`config.mk`:
```
export PLATFORM = sky130hd
export DESIGN_NAME = rt_timeline
export DESIGN_NICKNAME = d
export VERILOG_FILES = /design/src/rtl/rt_timeline_pkg.sv /design/src/rtl/rt_dur_timer.sv /design/src/rtl/rt_event_gate.sv /design/src/rtl/rt_strobe_regs.sv /design/src/rtl/rt_timeline.sv
export SDC_FILE = /design/constraint.sdc
export NUM_CORES = 1
export LEC_CHECK = 0
export ABC_AREA = 0
export ABC_CLOCK_PERIOD_IN_PS = 3400
export BUFFER_PORTS_ARGS = -buffer_cell sky130_fd_sc_hd__buf_2
export CORE_MARGIN = 4
export CORE_UTILIZATION = 40
export DETAILED_ROUTE_END_ITERATION = 10
export GPL_TIMING_DRIVEN = 0
export SLEW_MARGIN = 10
export SYNTH_ARGS = -nofsm -noshare
export SYNTH_HDL_FRONTEND = slang
export SYNTH_SLANG_ARGS = --single-unit
```
`constraint.sdc`:
```
create_clock -name clk -period 3.4 [get_ports clk]
set_input_delay 0 -clock clk [delete_from_list [all_inputs] [get_ports clk]]
set_output_delay 0 -clock clk [all_outputs]
set_load 0.02 [all_outputs]
```
`src/rtl/rt_timeline_pkg.sv`:
```
package rt_timeline_pkg;

  localparam int OPC_W = 4;

  localparam logic [OPC_W-1:0] OPC_UPD       = 4'd1;
  localparam logic [OPC_W-1:0] OPC_PLAY      = 4'd2;
  localparam logic [OPC_W-1:0] OPC_ACQ_SQ    = 4'd3;
  localparam logic [OPC_W-1:0] OPC_ACQ_WT    = 4'd4;
  localparam logic [OPC_W-1:0] OPC_ACQ_TTL   = 4'd5;
  localparam logic [OPC_W-1:0] OPC_WAIT      = 4'd6;
  localparam logic [OPC_W-1:0] OPC_WAIT_TRIG = 4'd7;
  localparam logic [OPC_W-1:0] OPC_WAIT_SYNC = 4'd8;
  localparam logic [OPC_W-1:0] OPC_STOP      = 4'd9;

  localparam logic [1:0] KIND_SQUARE   = 2'd0;
  localparam logic [1:0] KIND_WEIGHTED = 2'd1;
  localparam logic [1:0] KIND_TTL      = 2'd2;

  typedef enum logic [1:0] {
    ST_IDLE  = 2'd0,
    ST_RUN   = 2'd1,
    ST_BLOCK = 2'd2,
    ST_FAULT = 2'd3
  } tl_state_e;

endpackage

```
`src/rtl/rt_dur_timer.sv`:
```
module rt_dur_timer #(
  parameter int DUR_W   = 16,
  parameter int MIN_DUR = 4
) (
  input  logic             clk,
  input  logic             rst,
  input  logic             clear,
  input  logic             load,
  input  logic [DUR_W-1:0] dur_raw,
  output logic             expire
);

  localparam logic [DUR_W-1:0] MIN_V = DUR_W'(MIN_DUR);
  localparam logic [DUR_W-1:0] ONE_V = DUR_W'(1);

  logic [DUR_W-1:0] cnt_q;
  logic [DUR_W-1:0] eff_dur;

  // short durations are raised to the minimum at load time
  assign eff_dur = (dur_raw < MIN_V) ? MIN_V : dur_raw;

  always_ff @(posedge clk) begin
    if (rst || clear) begin
      cnt_q <= '0;
    end else if (load) begin
      cnt_q <= eff_dur;
    end else if (cnt_q != '0) begin
      cnt_q <= cnt_q - ONE_V;
    end
  end

  // a load in cycle t makes this true in cycle t + eff_dur
  assign expire = (cnt_q == ONE_V);

endmodule

```
`src/rtl/rt_event_gate.sv`:
```
module rt_event_gate #(
  parameter int TADDR_W = 4
) (
  input  logic               clk,
  input  logic               rst,
  input  logic               clear,
  input  logic               arm_trig,
  input  logic               arm_sync,
  input  logic [TADDR_W-1:0] want_addr,
  input  logic               trig_valid,
  input  logic [TADDR_W-1:0] trig_addr,
  input  logic               sync_done,
  output logic               hit
);

  logic               trig_armed_q;
  logic               sync_armed_q;
  logic [TADDR_W-1:0] addr_q;

  assign hit = (trig_armed_q && trig_valid && (trig_addr == addr_q)) ||
               (sync_armed_q && sync_done);

  always_ff @(posedge clk) begin
    if (rst || clear) begin
      trig_armed_q <= 1'b0;
      sync_armed_q <= 1'b0;
      addr_q       <= '0;
    end else if (arm_trig || arm_sync) begin
      trig_armed_q <= arm_trig;
      sync_armed_q <= arm_sync;
      addr_q       <= want_addr;
    end else if (hit) begin
      trig_armed_q <= 1'b0;
      sync_armed_q <= 1'b0;
    end
  end

endmodule

```
`src/rtl/rt_strobe_regs.sv`:
```
module rt_strobe_regs
  import rt_timeline_pkg::*;
#(
  parameter int IDX_W = 6
) (
  input  logic             clk,
  input  logic             rst,
  input  logic             fire,
  input  logic [OPC_W-1:0] op,
  input  logic [IDX_W-1:0] arg0,
  input  logic [IDX_W-1:0] arg1,
  output logic             upd_stb,
  output logic             play_stb,
  output logic [IDX_W-1:0] play_idx0,
  output logic [IDX_W-1:0] play_idx1,
  output logic             acq_stb,
  output logic [IDX_W-1:0] acq_idx,
  output logic [IDX_W-1:0] acq_bin,
  output logic [1:0]       acq_kind
);

  logic       is_play;
  logic       is_acq;
  logic [1:0] kind_d;

  always_comb begin
    is_play = 1'b0;
    is_acq  = 1'b0;
    kind_d  = KIND_SQUARE;
    case (op)
      OPC_PLAY:    is_play = 1'b1;
      OPC_ACQ_SQ:  begin is_acq = 1'b1; kind_d = KIND_SQUARE;   end
      OPC_ACQ_WT:  begin is_acq = 1'b1; kind_d = KIND_WEIGHTED; end
      OPC_ACQ_TTL: begin is_acq = 1'b1; kind_d = KIND_TTL;      end
      default: ;
    endcase
  end

  always_ff @(posedge clk) begin
    if (rst) begin
      upd_stb   <= 1'b0;
      play_stb  <= 1'b0;
      acq_stb   <= 1'b0;
      play_idx0 <= '0;
      play_idx1 <= '0;
      acq_idx   <= '0;
      acq_bin   <= '0;
      acq_kind  <= KIND_SQUARE;
    end else begin
      upd_stb  <= fire && (op == OPC_UPD || is_play || is_acq);
      play_stb <= fire && is_play;
      acq_stb  <= fire && is_acq;
      if (fire && is_play) begin
        play_idx0 <= arg0;
        play_idx1 <= arg1;
      end
      if (fire && is_acq) begin
        acq_idx  <= arg0;
        acq_bin  <= arg1;
        acq_kind <= kind_d;
      end
    end
  end

endmodule

```
`src/rtl/rt_timeline.sv`:
```
module rt_timeline
  import rt_timeline_pkg::*;
#(
  parameter int IDX_W   = 6,
  parameter int DUR_W   = 16,
  parameter int TADDR_W = 4,
  parameter int MIN_DUR = 4
) (
  input  logic               clk,
  input  logic               rst,
  input  logic               instr_valid,
  output logic               instr_ready,
  input  logic [3:0]         instr_op,
  input  logic [IDX_W-1:0]   instr_arg0,
  input  logic [IDX_W-1:0]   instr_arg1,
  input  logic [DUR_W-1:0]   instr_dur,
  input  logic               cond_pass,
  input  logic [DUR_W-1:0]   cond_else_dur,
  input  logic               trig_valid,
  input  logic [TADDR_W-1:0] trig_addr,
  input  logic               sync_done,
  output logic               upd_stb,
  output logic               play_stb,
  output logic [IDX_W-1:0]   play_idx0,
  output logic [IDX_W-1:0]   play_idx1,
  output logic               acq_stb,
  output logic [IDX_W-1:0]   acq_idx,
  output logic [IDX_W-1:0]   acq_bin,
  output logic [1:0]         acq_kind,
  output logic               running,
  output logic               error
);

  tl_state_e        state_q, state_n;
  logic             stop_q;
  logic [DUR_W-1:0] held_dur_q;

  logic             expire;
  logic             hit;
  logic             take;
  logic             exec;
  logic             blocking;
  logic             tmr_load;
  logic [DUR_W-1:0] tmr_dur;
  logic             arm_trig;
  logic             arm_sync;

  assign exec     = cond_pass;
  assign take     = instr_valid &&
                    ((state_q == ST_IDLE) ||
                     (state_q == ST_RUN && expire && !stop_q));
  assign blocking = exec && (instr_op == OPC_WAIT_TRIG || instr_op == OPC_WAIT_SYNC);
  assign arm_trig = take && exec && (instr_op == OPC_WAIT_TRIG);
  assign arm_sync = take && exec && (instr_op == OPC_WAIT_SYNC);

  assign tmr_load = (take && !blocking) || (state_q == ST_BLOCK && hit);
  assign tmr_dur  = (state_q == ST_BLOCK) ? held_dur_q
                  : (exec ? instr_dur : cond_else_dur);

  assign instr_ready = take;

  rt_dur_timer #(
    .DUR_W   (DUR_W),
    .MIN_DUR (MIN_DUR)
  ) u_timer (
    .clk     (clk),
    .rst     (rst),
    .clear   (state_q == ST_FAULT),
    .load    (tmr_load),
    .dur_raw (tmr_dur),
    .expire  (expire)
  );

  rt_event_gate #(
    .TADDR_W (TADDR_W)
  ) u_gate (
    .clk        (clk),
    .rst        (rst),
    .clear      (state_q == ST_FAULT),
    .arm_trig   (arm_trig),
    .arm_sync   (arm_sync),
    .want_addr  (instr_arg0[TADDR_W-1:0]),
    .trig_valid (trig_valid),
    .trig_addr  (trig_addr),
    .sync_done  (sync_done),
    .hit        (hit)
  );

  rt_strobe_regs #(
    .IDX_W (IDX_W)
  ) u_strobes (
    .clk       (clk),
    .rst       (rst),
    .fire      (take && exec),
    .op        (instr_op),
    .arg0      (instr_arg0),
    .arg1      (instr_arg1),
    .upd_stb   (upd_stb),
    .play_stb  (play_stb),
    .play_idx0 (play_idx0),
    .play_idx1 (play_idx1),
    .acq_stb   (acq_stb),
    .acq_idx   (acq_idx),
    .acq_bin   (acq_bin),
    .acq_kind  (acq_kind)
  );

  always_comb begin
    state_n = state_q;
    case (state_q)
      ST_IDLE: begin
        if (take) state_n = blocking ? ST_BLOCK : ST_RUN;
      end
      ST_RUN: begin
        if (expire) begin
          if (take)        state_n = blocking ? ST_BLOCK : ST_RUN;
          else if (stop_q) state_n = ST_IDLE;
          else             state_n = ST_FAULT;
        end
      end
      ST_BLOCK: begin
        if (hit) state_n = ST_RUN;
      end
      default: state_n = ST_FAULT;
    endcase
  end

  always_ff @(posedge clk) begin
    if (rst) begin
      state_q    <= ST_IDLE;
      stop_q     <= 1'b0;
      held_dur_q <= '0;
      running    <= 1'b0;
      error      <= 1'b0;
    end else begin
      state_q <= state_n;
      running <= (state_n == ST_RUN) || (state_n == ST_BLOCK);
      error   <= (state_n == ST_FAULT);
      if (take) begin
        stop_q     <= exec && (instr_op == OPC_STOP);
        held_dur_q <= instr_dur;
      end
    end
  end

endmodule

```
Yosys cells after proc, flatten, opt, wreduce, memory -nomap -nowiden
Cells that the tools add are included.

Register bits: 72. Latch bits: 0. Memory bits (writable): 0. ROM bits: 0. Bits of input ports: 58. Output and inout port bits: 32. Word-level logic and storage cells: 85. Memories kept: 0.

$add $sub $neg: 1. $mul: 0. Divide/modulo/power cells: 0. $lt $le $gt $ge: 1. Equality and inequality tests: 16. Shifts and indexed selects: 0. Mux-type cells: 18. Bitwise gates (word level): 0. Reduce and logical (&&, ||, !) cells: 32.

Operators by type and width (count): $mux W16 (5); $eq A16 B1 Y1 const B (1); $logic_and A1 B1 Y1 (16); $lt A16 B3 Y1 const B (1); $reduce_bool A16 Y1 (1); $sub A16 B1 Y16 const B (1); $eq A4 B3 Y1 const B (3); $mux W2 (6); $logic_or A1 B1 Y1 (9); $eq A2 B2 Y1 const B (4); $eq A4 B2 Y1 const B (2); $eq A4 B4 Y1 const B (2); $pmux W2 S3 (1); $mux W1 (5); $eq A2 B1 Y1 const B (2); $eq A4 B1 Y1 const B (1); $eq A4 B4 Y1 (1); $pmux W2 S2 (1); $reduce_bool A2 Y1 (2); $reduce_or A3 Y1 (1); $logic_not A1 Y1 (2); $logic_not A2 Y1 (1).

Logic depth before layout (Yosys ltp)
Gate-level depths: netlist (run 1).

Word-level depth: 10. Mapped depth: 10. Mapped depth without buffers: 9.

Modules after synthesis
From an unflattened synthesis (run 1), not the netlist that was laid out.

Cell total of the unflattened synthesis: 448. Area, all modules: 3976.3 sq um.

By module, submodules not included: rt_strobe_regs (instances 1, cells an instance 135, area each 1331.3 sq um, seq. area each 580.6 sq um); rt_timeline (instances 1, cells an instance 146, area each 1249.9 sq um, seq. area each 420.4 sq um); rt_dur_timer (instances 1, cells an instance 133, area each 1082.3 sq um, seq. area each 320.3 sq um); rt_event_gate (instances 1, cells an instance 34, area each 312.8 sq um, seq. area each 120.1 sq um).

Least setup slack after synthesis (run 1)
Ideal clock, no wire load.

Path type: register to register. Start: reg state_q[0]. End: reg running. Setup time: 0.128 ns. Arrival: 2.534 ns. Data required time: 3.272 ns. Setup slack: 0.738 ns. Cell stages (with the launch flop): 11. Path buffers: 5. Period minus slack after synthesis: 2.662 ns. Path through: dfxtp_1 clkbuf_1 nand2b_1 buf_2 buf_1 o22a_1 clkbuf_1 buf_1 nand2_1 ha_1 nor2b_1.

Longest elaborated chain between the ends: 10. Elaborated cells between the ends (all ways): 15. Classes of those cells: eq/ne (4); mux (5); reduce/logical (6).

Ends and longest elaborated chain: start, declared (RTL line rt_timeline.sv:34) `tl_state_e state_q, state_n;`; start signal, assigned (RTL line rt_timeline.sv:136) `state_q <= state_n;`; $eq A2 B1 Y1 (RTL line rt_timeline.sv:51, rt_timeline.sv:110); $logic_and A1 B1 Y1 (2 in a row) (RTL line rt_timeline.sv:51) `(state_q == ST_RUN && expire && !stop_q));`; $logic_or A1 B1 Y1 (RTL line rt_timeline.sv:50) `((state_q == ST_IDLE) ||`; $logic_and A1 B1 Y1 (RTL line rt_timeline.sv:49) `assign take = instr_valid &&`; $mux W2 (RTL line rt_timeline.sv:116) `if (take) state_n = blocking ? ST_BLOCK : ST_RUN;`; $mux W2 (RTL line rt_timeline.sv:115) `if (expire) begin`; $pmux W2 S3 (*) (RTL line rt_timeline.sv:110) `case (state_q)`; via state_n[0] (RTL line rt_timeline.sv:34); $eq A2 B1 Y1 / $eq A2 B2 Y1 (equally long branches) (RTL line rt_timeline.sv:137) `running <= (state_n == ST_RUN) || (state_n == ST_BLOCK);`; $logic_or A1 B1 Y1 (*) (RTL line rt_timeline.sv:137); end signal, assigned (RTL line rt_timeline.sv:137); end, declared (RTL line rt_timeline.sv:30) `output logic running,`.

The timed path passes the listed nets; every way through them passes the cells marked *. A chain may end at the register's enable or synchronous reset.

Worst setup path after layout (run 1)
Start: reg state_q[0]. End: reg u_timer.cnt_q[2].

Longest elaborated chain between the ends: 8. Elaborated cells between the ends (all ways): 17. Classes of those cells: order compare (1); eq/ne (3); mux (3); reduce/logical (10).

Ends and longest elaborated chain: branches (longest 8 deep; another with $lt A16 B3 Y1); end signal, assigned (RTL line rt_dur_timer.sv:26) `cnt_q <= eff_dur;`; end signal, assigned (RTL line rt_dur_timer.sv:28) `cnt_q <= cnt_q - ONE_V;`; end, declared (RTL line rt_dur_timer.sv:16) `logic [DUR_W-1:0] cnt_q;`.

Several ways; the timed one is not identified.

==> run summary, run 1 <==
Register bit total from synthesis: 72
Post-synth EDFFs: 0
Total power: 2.30 mW
Vias in the first global route: 4189
Syn Inst Count: 459
DRC: 0
Final hold vios: 0
Tightest Pin Transition: 1.06 ns
Pwr Density: 461 nW/um^2
Syn Area/Cell: 8.50 sq um
Reg2reg setup slack: 0.22 ns
CTS tree: built
CP Max Fanout: 19
Worst-path clk slew: 0.08 ns
Hold path cells: 3
Hold EP: stop_q$_SDFFE_PP0N_
Die Ht: 107 um
Die area: 11400 sq um
Total Nets Final: 645
Fmax: 315 MHz
CTS Sinks: 72
CP Capture Type: flip-flop
Crit start category: flip-flop
Seq/Total Area, Yosys: 0.369
CP dominant cell by count: or4_1
Htree depth: 3
Avg WL per Cell: 17.4 um
Critical path buffers and inverters: 2
Total CTS buffers: 9
Max cap viols: 0
Antenna violations before repair: 0
Fraction of layout cells with a size suffix above 1: 0.241
R2R Path Start: state_q[0]$_SDFF_PP0_
Num rows: 35
Initial Util: 0.417
Area delta synth->final: 27.8%
Prevailing post-synth register cell: dfxtp_1
Gpl congestion: 0.888
Final critical-path required period: 3.18 ns
Antenna Cells: 0
Vias per inst: 5.74
P_leak: 1.95 nW
Max incr delay on CP: 0.60 ns
Unrepaired setup endpoints after global routing: false
Worst r2r path cells: 7
R2R Path End: u_timer.cnt_q[2]$_SDFFE_PP0P_
Yosys warns: 0
Hold_sp: instr_op[3]
Ports: 90
Sequential cell area: 1440 sq um
# fillers: 933
DRT Wirelength: 12500 um
Critical Path RT: 3.64 ns
Data arrival, critical path: 3.42 ns
Clk_skew: 0.0131 ns
Peak supply drop: 0.000214 V
Root Buffer Master: clkbuf_8
HP Class: primary input to flip-flop
GRT Total Usage: 0.224
Fin. max-slew vios: 0
Largest cells by area after synthesis: dfxtp_1, a21oi_1, nand4_1
Status: complete, no violations
Rel. slew slack: 0.286
Core area: 9370 sq um
Final Cycle Share: 0.935
Post-synth top area cell: dfxtp_1
PortBufs: 85
Global-route wire length before repair: 20700 um
Highest-delay cell along the critical path: or4_1
Routed Antenna Nets: 0
Critical path class: flip-flop to flip-flop
Synth top area share: 0.369
Area of the multi-input gates: 2240 sq um
Final Setup Violations: 0
Initial DRC Count: 231
Die X: 107 um
Clock Latency Late Sink: 0.35 ns
Syn_nets: 521
Synthesized area: 3900 sq um
Asr flop ratio synth: 0
First drt pass iteration count: 4
Pin count of the biggest net entering global routing: 20
Worst-path cell chain: clkbuf_1, nand2b_1, buf_2, mux2_2, or4_1, or4_1, a311oi_1
Final standard cell area without fillers: 4990 sq um
Count of different cell masters after synthesis: 51
Clk buf depth: 2
Hpwl dp: 9240 um
Placed Area: 4490 sq um
Top delay family on crit path: simple AND/OR/NAND/NOR gates
Routed vias: 4112
Grt total ovfl: 0
-- placed cells by master (no fill, tap or decap), types with 3 or more instances in the layout --
cell            n
buf_2          90
xnor2_1         9
dfxtp_1        72
clkbuf_1       30
dlygate4sd3_1  30
nand3_1        26
or4b_2          4
nand4_1        36
a21oi_1        61
nand2_1        19
buf_6           3
nor4_1          6
nor2b_1         3
mux2_2         19
buf_1           4
or4_1           5
o31ai_1        26
or2_2           3
mux2i_1        14
xor2_1          5
a21o_1          8
inv_1           7
ha_1            4
a211oi_1        6
nor2_1         11
nor3_1          5
o21ai_0        28
clkbuf_8       10
-- cells in the mapped netlist, drive strengths merged, types with 2 or more instances --
library cell and instances:
nor4b 2, nand2 19, nand4 36, nor3 5
clkbuf 30, or2 3, a2111oi 2, a211oi 6
or4 7, or4b 4, o41ai 2, a21oi 61
a32o 2, nor2b 3, nor2 11, mux2 19
o31ai 26, o22ai 2, or3b 2, xor2 5
nand3 26, ha 4, o32ai 2, nand3b 2
a21o 8, o2bb2ai 2, dfxtp 72, nor4 7
buf 15, mux2i 14, o21ai 28, o211ai 2
inv 7, xnor2 9, nand2b 2
-- sequential cells by signal, summed over array words and instances (netlist names) --
name	flops
u_gate.addr_q	4
u_gate.sync_armed_q	1
u_strobes.acq_stb	1
running	1
u_strobes.upd_stb	1
u_strobes.play_idx1	6
u_gate.trig_armed_q	1
u_strobes.play_stb	1
u_strobes.play_idx0	6
stop_q	1
u_strobes.acq_bin	6
u_timer.cnt_q	16
state_q	2
held_dur_q	16
error	1
u_strobes.acq_idx	6
u_strobes.acq_kind	2
-- worst register-to-register path: cells and delay by family, from the launching register on --
family	cells	cell delay, ns
and+or+nand+nor	3	1.28
buffers and inverters	2	0.74
muxes	1	0.41
AOI/OAI and AO/OA	1	0.34
DFF	1	0.32
-- routing by layer --
metal  vias up  part of all wire  track usage
li1       2003                 -            -
met3        18             0.070       0.0439
met4         0             0.020       0.0721
met5         -                 0            0
met2       147              0.46        0.373
met1      1944              0.45        0.292
-- repair_timing --
| item | CTS | global route |
|---|---|---|
| resized for setup | 0 | 1 |
| hold endpoints to repair | 46 | 0 |
| endpoints found under the setup margin | 1 | 1 |
| buffers inserted | 0 | 0 |
| hold buffers | 30 | 0 |
| cloned | 0 | 0 |
-- cells by family (layout without fill, tap and decap cells) --
family,Yosys count,after routing,share of synthesized area
AOI/OAI and AO/OA,151,151,0.240
and+or+nand+nor,133,133,0.198
DFF,72,72,0.369
buffers and inverters,52,181,0.0580
muxes,33,33,0.0907
xor gates and xnor gates,14,14,0.0314
adders and majority gates,4,4,0.0128
-- stage by stage --
| step | hold WS [ns] | setup TNS [ns] | instances | util | setup slack, ns |
|---|---|---|---|---|---|
| 2_1_floorplan | 0.116 | 0 | 459 | - | 0.738 |
| 3_3_place_gp | 0.247 | 0 | 673 | 0.479 | 0.0190 |
| 3_5_place_dp | 0.251 | -0.0147 | 673 | 0.479 | -0.0147 |
| 4_1_cts | 0.0120 | 0 | 718 | 0.533 | 0.108 |
| 5_1_grt | 0.0672 | 0 | 717 | 0.532 | 0.0422 |
| 6_report | 0.0234 | 0 | 717 | 0.532 | 0.221 |
-- cell type report --
type / instances / share of cell area
clock inverter: 6 / 0.0135
multi-input combinational: 335 / 0.448
tap: 129 / 0.0323
timing repair buffer: 115 / 0.145
inverter: 7 / 0.00527
sequential: 72 / 0.289
buffer: 43 / 0.0389
clock buffer: 10 / 0.0276
-- power by group --
part	leakage [nW]	internal (mW)	switching [mW]	total, mW
sequential	0.587	0.905	0.0628	0.968
combinational	1.27	0.268	0.349	0.618
clock	0.0989	0.362	0.355	0.717
total	1.95	1.53	0.767	2.30
-- worst max-delay path by stage --
stage                                             start                       endpoint  depth (start not counted)
after floorplan                   state_q[0]$_SDFF_PP0_             running$_SDFF_PP0_                         10
after global placement            state_q[0]$_SDFF_PP0_             running$_SDFF_PP0_                         10
after detailed placement          state_q[0]$_SDFF_PP0_             running$_SDFF_PP0_                         10
after CTS                 u_timer.cnt_q[1]$_SDFFE_PP0P_                    instr_ready                         11
after global routing              state_q[0]$_SDFF_PP0_             running$_SDFF_PP0_                         10
final                             state_q[0]$_SDFF_PP0_  u_timer.cnt_q[2]$_SDFFE_PP0P_                          7
(Power assumes the default switching activity.)
==> inputs of run 2 (changes only) <==
- RECOVER_POWER: not set -> 25
==> run summary, run 2 (synthesis results as in run 1) <==
Status: complete, no violations
P_leak: 1.84 nW
DRC: 0
Data arrival, critical path: 3.41 ns
Met1 wire length: 5690 um
DRT Wirelength: 12400 um
Initial DRC Count: 191
Gpl congestion: 0.888
Avg WL per Cell: 17.4 um
Unrepaired setup endpoints after global routing: false
Htree depth: 3
Global-route wire length before repair: 20700 um
Final hold vios: 0
Clk_skew: 0.0124 ns
Max cap viols: 0
Peak supply drop: 0.000214 V
Gate power share: 0.268
Fmax: 316 MHz
Die Ht: 107 um
Tightest Pin Transition: 1.04 ns
Total Nets Final: 645
Total power: 2.30 mW
Final critical-path required period: 3.17 ns
Final standard cell area without fillers: 4960 sq um
Worst-path clk slew: 0.09 ns
Grt total ovfl: 0
Hold slack: 0.0235 ns
Core area: 9370 sq um
PortBufs: 85
CTS Sinks: 72
Vias per inst: 5.71
Worst-path cell chain: clkbuf_1, nand2b_1, buf_2, mux2_2, or4_1, or4_1, a311oi_1
Post-CTS setup buffers: 0
Fin. max-slew vios: 0
CP dominant cell by count: or4_1
P_int: 1.53 mW
Biggest regs: held_dur_q: 16 flops, u_timer.cnt_q: 16 flops
Reg2reg setup slack: 0.23 ns
Sw Share: 0.333
Top sig layer: met4
Most common cell after layout, fill and taps aside: dfxtp_1
Antenna Cells: 0
WL met2: 5750 um
Routed vias: 4096
Ports: 90
Sw Pwr: 0.767 mW
Final Cycle Share: 0.932
CP Max Fanout: 19
First drt pass iteration count: 5
DP Worst Slack: -0.0147 ns
Seq pwr share: 0.421
Die area: 11400 sq um
Clock Latency Late Sink: 0.35 ns
GRT Total Usage: 0.224
Critical Path RT: 3.64 ns
Fraction of layout cells with a size suffix above 1: 0.197
Setup TNS: 0 ns
Top delay family on crit path: simple AND/OR/NAND/NOR gates
Num rows: 35
Root Buffer Master: clkbuf_8
Layout Utilization: 0.529
Initial Util: 0.417
Critical path class: flip-flop to flip-flop
Crit start category: flip-flop
Pwr Density: 464 nW/um^2
Setup WS post-layout: 0.230 ns
CTS tree: built
Critical path buffers and inverters: 2
Clock network fraction of total power: 0.312
Antenna violations before repair: 0
Die X: 107 um
HP Class: primary input to flip-flop
Placed cell count: 673
Vias in the first global route: 4189
R2R Path End: u_timer.cnt_q[2]$_SDFFE_PP0P_
Final Setup Violations: 0
Worst r2r path cells: 7
Rel. slew slack: 0.298
Max incr delay on CP: 0.60 ns
Post-route insts no fill: 717
R2R Path Start: state_q[0]$_SDFF_PP0_
Clk buf depth: 2
Metal3 WL: 788 um
Routed Antenna Nets: 0
Hold_sp: instr_op[3]
Area delta synth->final: 27.0%
Total CTS buffers: 9
Hold EP: stop_q$_SDFFE_PP0N_
Pin count of the biggest net entering global routing: 20
Hpwl dp: 9240 um
Hold path cells: 3
Highest-delay cell along the critical path: or4_1
CP Capture Type: flip-flop
# fillers: 944
Commonest cells after routing, fill and taps aside: dfxtp_1, buf_2, a21oi_1
Placed Area: 4490 sq um
## run 2: cell count changes in the layout (fill, tap and decap cells not counted), sizes merged
cell	before	now
buf	97	71
clkbuf	41	67
## run 2: worst max-delay path by stage
stage	from	end	cells past startpoint
6_report	state_q[0]$_SDFF_PP0_	u_timer.cnt_q[2]$_SDFFE_PP0P_	7
5_1_grt	state_q[0]$_SDFF_PP0_	running$_SDFF_PP0_	10
2_1_floorplan	state_q[0]$_SDFF_PP0_	running$_SDFF_PP0_	10
3_5_place_dp	state_q[0]$_SDFF_PP0_	running$_SDFF_PP0_	10
4_1_cts	u_timer.cnt_q[1]$_SDFFE_PP0P_	instr_ready	11
3_3_place_gp	state_q[0]$_SDFF_PP0_	running$_SDFF_PP0_	10
## run 2: area by class of cell
| cell class | count | area, sq um | area share |
|---|---|---|---|
| Inverter | 7 | 26.3 | 0.00530 |
| Buffer | 43 | 194 | 0.0391 |
| Clock buffer | 10 | 138 | 0.0278 |
| Sequential cell | 72 | 1440 | 0.291 |
| Tap cell | 129 | 161 | 0.0326 |
| Clock inverter | 6 | 67.6 | 0.0136 |
| Timing Repair Buffer | 115 | 693 | 0.140 |
| Multi-Input combinational cell | 335 | 2240 | 0.451 |
## run 2: power groups by stage
stage,sequential [mW],clock [mW],combinational (mW)
final,0.968,0.717,0.615
after global routing,0.978,0.767,0.682
after CTS,0.966,0.719,0.614
after detailed placement,0.985,0,0.585
after global placement,0.981,0,0.578
after floorplan,0.975,0,0.424
## run 2: timing repair
action,CTS,global route
hold buffers,30,0
endpoints found under the setup margin,1,1
resized for setup,0,1
endpoints found under the hold margin,46,0
## run 2: worst register-to-register path: stages, from the launching register on
cell and delay [ns]:
dfxtp_1 0.32, clkbuf_1 0.28, nand2b_1 0.22, buf_2 0.44, mux2_2 0.41, or4_1 0.46, or4_1 0.60, a311oi_1 0.33
## run 2: layer usage
| metal | GRT usage | up-vias |
|---|---|---|
| met5 | 0 | - |
| met4 | 0.0721 | 0 |
| met3 | 0.0439 | 19 |
| met2 | 0.373 | 135 |
| met1 | 0.292 | 1943 |
| li1 | - | 1999 |
